### src/rtl/trig_sync_pkg.sv
package trig_sync_pkg;
  typedef enum logic {
    ROLE_FOLLOWER = 1'b0,
    ROLE_LEADER   = 1'b1
  } role_e;

  localparam int unsigned MIN_SYNC_STAGES = 2;
endpackage

### src/rtl/trig_edge_sync.sv
module trig_edge_sync #(
  parameter int unsigned STAGES = 2
) (
  input  logic clk,
  input  logic rst,
  input  logic raw,
  output logic rise_pulse
);
  localparam int unsigned CHAIN_W = STAGES + 1;

  logic [CHAIN_W-1:0] chain;

  always_ff @(posedge clk) begin
    if (rst) chain[0] <= 1'b0;
    else     chain[0] <= raw;
  end

  genvar g;
  generate
    for (g = 1; g < CHAIN_W; g++) begin : g_stage
      always_ff @(posedge clk) begin
        if (rst) chain[g] <= 1'b0;
        else     chain[g] <= chain[g-1];
      end
    end
  endgenerate

  // last synchronized stage against its one-cycle-older copy
  assign rise_pulse = chain[STAGES-1] & ~chain[STAGES];
endmodule

### src/rtl/trig_dist_ctrl.sv
module trig_dist_ctrl
  import trig_sync_pkg::*;
(
  input  logic  clk,
  input  logic  rst,
  input  role_e role,
  input  logic  rise,
  input  logic  epoch_stb,
  output logic  dist_drv
);
  logic pending;
  logic busy;

  assign busy = pending | dist_drv;

  always_ff @(posedge clk) begin
    if (rst || role != ROLE_LEADER) begin
      pending  <= 1'b0;
      dist_drv <= 1'b0;
    end else begin
      if (epoch_stb) begin
        dist_drv <= dist_drv ? 1'b0 : pending;
      end
      if (epoch_stb && pending) begin
        pending <= 1'b0;
      end else if (rise && !busy) begin
        pending <= 1'b1;
      end
    end
  end
endmodule

### src/rtl/trig_fire_gen.sv
module trig_fire_gen (
  input  logic clk,
  input  logic rst,
  input  logic line,
  input  logic epoch_stb,
  output logic fire
);
  logic line_q;

  always_ff @(posedge clk) begin
    if (rst) begin
      line_q <= 1'b0;
      fire   <= 1'b0;
    end else begin
      line_q <= line;
      fire   <= epoch_stb & line_q;
    end
  end
endmodule

### src/rtl/trig_sync_top.sv
module trig_sync_top
  import trig_sync_pkg::*;
#(
  parameter int unsigned SYNC_STAGES = 2
) (
  input  logic clk,
  input  logic rst,
  input  logic is_master,
  input  logic raw_trig,
  input  logic epoch_stb,
  input  logic dist_in,
  output logic dist_out,
  output logic sync_trig
);
  localparam int unsigned STAGES_USED =
    (SYNC_STAGES < MIN_SYNC_STAGES) ? MIN_SYNC_STAGES : SYNC_STAGES;

  role_e role;
  logic  rise;
  logic  drv;
  logic  eval_line;

  assign role = is_master ? ROLE_LEADER : ROLE_FOLLOWER;

  trig_edge_sync #(.STAGES(STAGES_USED)) u_sync (
    .clk        (clk),
    .rst        (rst),
    .raw        (raw_trig),
    .rise_pulse (rise)
  );

  trig_dist_ctrl u_dist (
    .clk       (clk),
    .rst       (rst),
    .role      (role),
    .rise      (rise),
    .epoch_stb (epoch_stb),
    .dist_drv  (drv)
  );

  assign eval_line = (role == ROLE_LEADER) ? drv : dist_in;

  trig_fire_gen u_fire (
    .clk       (clk),
    .rst       (rst),
    .line      (eval_line),
    .epoch_stb (epoch_stb),
    .fire      (sync_trig)
  );

  assign dist_out = drv;
endmodule

### config.mk
export PLATFORM = sky130hd
export DESIGN_NAME = trig_sync_top
export DESIGN_NICKNAME = d
export VERILOG_FILES = /design/src/rtl/trig_sync_pkg.sv /design/src/rtl/trig_edge_sync.sv /design/src/rtl/trig_dist_ctrl.sv /design/src/rtl/trig_fire_gen.sv /design/src/rtl/trig_sync_top.sv
export SDC_FILE = /design/constraint.sdc
export NUM_CORES = 1
export LEC_CHECK = 0
export BUFFER_PORTS_ARGS = -buffer_cell sky130_fd_sc_hd__buf_2
export CAP_MARGIN = 40
export CORE_AREA = 2 2 39 41
export DETAILED_ROUTE_END_ITERATION = 10
export DIE_AREA = 0 0 41 43
export PLACE_DENSITY_LB_ADDON = 0.2
export SYNTH_ARGS = -nofsm -noshare
export SYNTH_HDL_FRONTEND = slang
export SYNTH_SLANG_ARGS = --single-unit
### constraint.sdc
create_clock -name clk -period 1 [get_ports clk]
set_input_delay 0.15 -clock clk [delete_from_list [all_inputs] [get_ports clk]]
set_output_delay 0.15 -clock clk [all_outputs]
set_load 0.01 [all_outputs]
==> impl_metrics.ini <==
[outcome]
status = finished with violations
violations = negative setup slack

[clocking]
clock-sinks = 7
htreeDepth = 1
cts_hold_buf = 0
clock-root-buffer = clkbuf_4
ctsLongestPathBuffers = 2
clk_pin_slew_ps = 50
clk_latency_ps = 240
cts_buffers = 3
tritoncts = yes

[logic_synthesis]
synth_cell_types = 10
synth_xor_area_share_pct = 0
synth.yosys.seq_area_share_pct = 61.54
synth_top_family_by_area = simple AND/OR/NAND/NOR gates
synth_compound_area_share_pct = 4.396
synth-simple-area-share_pct = 29.67
syn_area_um2 = 227.7
netlist.area_leader.share_pct = 61.54
yosys.area.top_type = dfxtp_1
syn-num-nets = 27
synth_adder_area_share_pct = 0
synth_area_leaders = dfxtp_1, nor2b_1, nand2b_1
avgSynthCellArea_um2 = 10.84
synth-seq-cells = 7
ys_warn_count = 0
syn_inst = 21
synthMuxAreaShare_pct = 4.396

[pwr]
max-vdd-ir-drop_mv = 0.4064
power_w = 0.0005655
power.density_mw_per_mm2 = 1738
leakage_nw = 0.1362

[placement]
portBuffers = 7
gp_congestion = 0.6138
hpwl_um = 296.6

[floorplan]
coreArea_mm2 = 0.001384
rows = 14
io_pins = 8
dieArea_mm2 = 0.001763
die_x_um = 41
initial_utilization_pct = 16.46
dieHeight_um = 43

[drt]
routed_via_density = 3.592
dr.first_iter.drc_count = 0
routed_wl_um = 398
dr.pass1.iters = 1
vias = 176
wl_per_cell_um = 8.122
antenna_left = 0
drc = 0

[setup_path]
cp_max_fo = 3
crit_start = u_dist.pending
r2r-start = u_dist.pending
crit_path_cell_trace = or4b_1 > a21oi_1
critPathRequiredTime_ps = 1170
endpoint_kind = register
slowest_delay_ps = 490
crit-reg2reg-capture = u_dist.pending
startpoint_type = register
ff2ff_path_depth = 2
worst_ep_arrival_time_ps = 1180
slowest_stage = or4b_1
rrSetupSlack_ps = -9
timing_worst_setup_path_type = reg2reg

[timing]
slew_headroom_pct = 90.69
rsz0062_at_grt = yes
period_share_pct = 100.9
whs_ps = 112.4
hold_viol_final = 0
maxSlewViolCount = 0
max_freq_ghz = 0.9907
min_period_ps = 1009
skew_ps = 2.063
fin_ws_ps = -9.431
setup_viol = 1
tightest_slew_ps = 135.8

[global_routing]
grt_pass1_wl_um = 648
overflow = 0
antenna_found_initial = 0
grt_pass1_vias = 167
grt_max_degree = 7
grt_usage_pct = 6.653

[job]
cap_violations = 0

[layout]
fin_nets = 40
mostFrequentLayoutCell = buf_2
synthToLayoutAreaGrowth_pct = 42.86
antenna-diode-count = 0
utilization_pct = 23.51
most-common-layout-cells = buf_2, dfxtp_1, nor2b_1, clkbuf_4
fill_cells = 152
drive_gt1_share_pct = 39.39

[min_path]
min_to = u_sync.chain[0]
holdCritStartpoint = raw_trig
hp-class = in2reg
min_path_cells = 2
## metal layers
metal / vias up / GRT usage, % / part of all wire (%)
li1: 93 / - / -
met1: 73 / 6.840 / 42
met2: 8 / 6.563 / 42
met3: 2 / 4.712 / 13
met4: 0 / 10.00 / 2.0
met5: - / 0 / 0
## flip-flops by register name, summed over array words and instances, names as in the netlist
signal / cells
u_sync.chain: 3
u_dist.dist_drv: 1
u_fire.fire: 1
u_fire.line_q: 1
u_dist.pending: 1
## cell type report
type | instances | area, um2 | share of cell area (%)
clock buffer | 4 | 26.28 | 8.077
timing repair buffer | 8 | 48.80 | 15.00
tap | 16 | 20.02 | 6.154
sequential | 7 | 142.6 | 43.85
multi-input combinational | 14 | 87.58 | 26.92
## critical path: cells and delay by family (launching register included)
family	cells	cell delay [ps]
AO/OA/AOI/OAI	1	130
flip-flops	1	320
AND/OR/NAND/NOR	1	490
## worst max path at each step
stage,end,slack [ps]
6_report,u_dist.pending,-9
5_1_grt,u_dist.pending,-40
4_1_cts,u_dist.pending,-10
3_5_place_dp,u_dist.pending,-20
3_3_place_gp,u_dist.pending,10
2_1_floorplan,u_dist.pending,20
## timing repair
item                                    CTS  global route
endpoints found under the setup margin    1             2
resized for setup                         0             2
pin swaps                                 1             0
buffers inserted                          0             0
endpoints found under the hold margin     0             0
## report_power, final
group,switching (W),internal [W]
clock network,0.0000955,0.000152
logic,0.0000123,0.0000159
registers,0.00000233,0.000288
## kinds of logic after synthesis
family | Yosys count
AOI/OAI and AO/OA | 2
DFF | 7
and+or+nand+nor | 11
muxes | 1
## metrics by stage
stage / setup TNS, ps / cell area [um2] / std cells / worst slack, ps
2_1_floorplan: 0 / 229.0 / 21 / 23.47
3_3_place_gp: 0 / 291.5 / 45 / 9.807
3_5_place_dp: -15.81 / 291.5 / 45 / -15.81
4_1_cts: -10.33 / 317.8 / 49 / -10.33
5_1_grt: -41.72 / 325.3 / 49 / -41.72
6_report: -9.431 / 325.3 / 49 / -9.431
## synthesized netlist by cell type (all sizes together)
master	n
or2b	1
a21oi	2
or4b	1
nand2b	2
nor2b	3
nand2	1
nand3b	1
mux2i	1
dfxtp	7
nor2	2
Power figures use the tool's default switching activity.
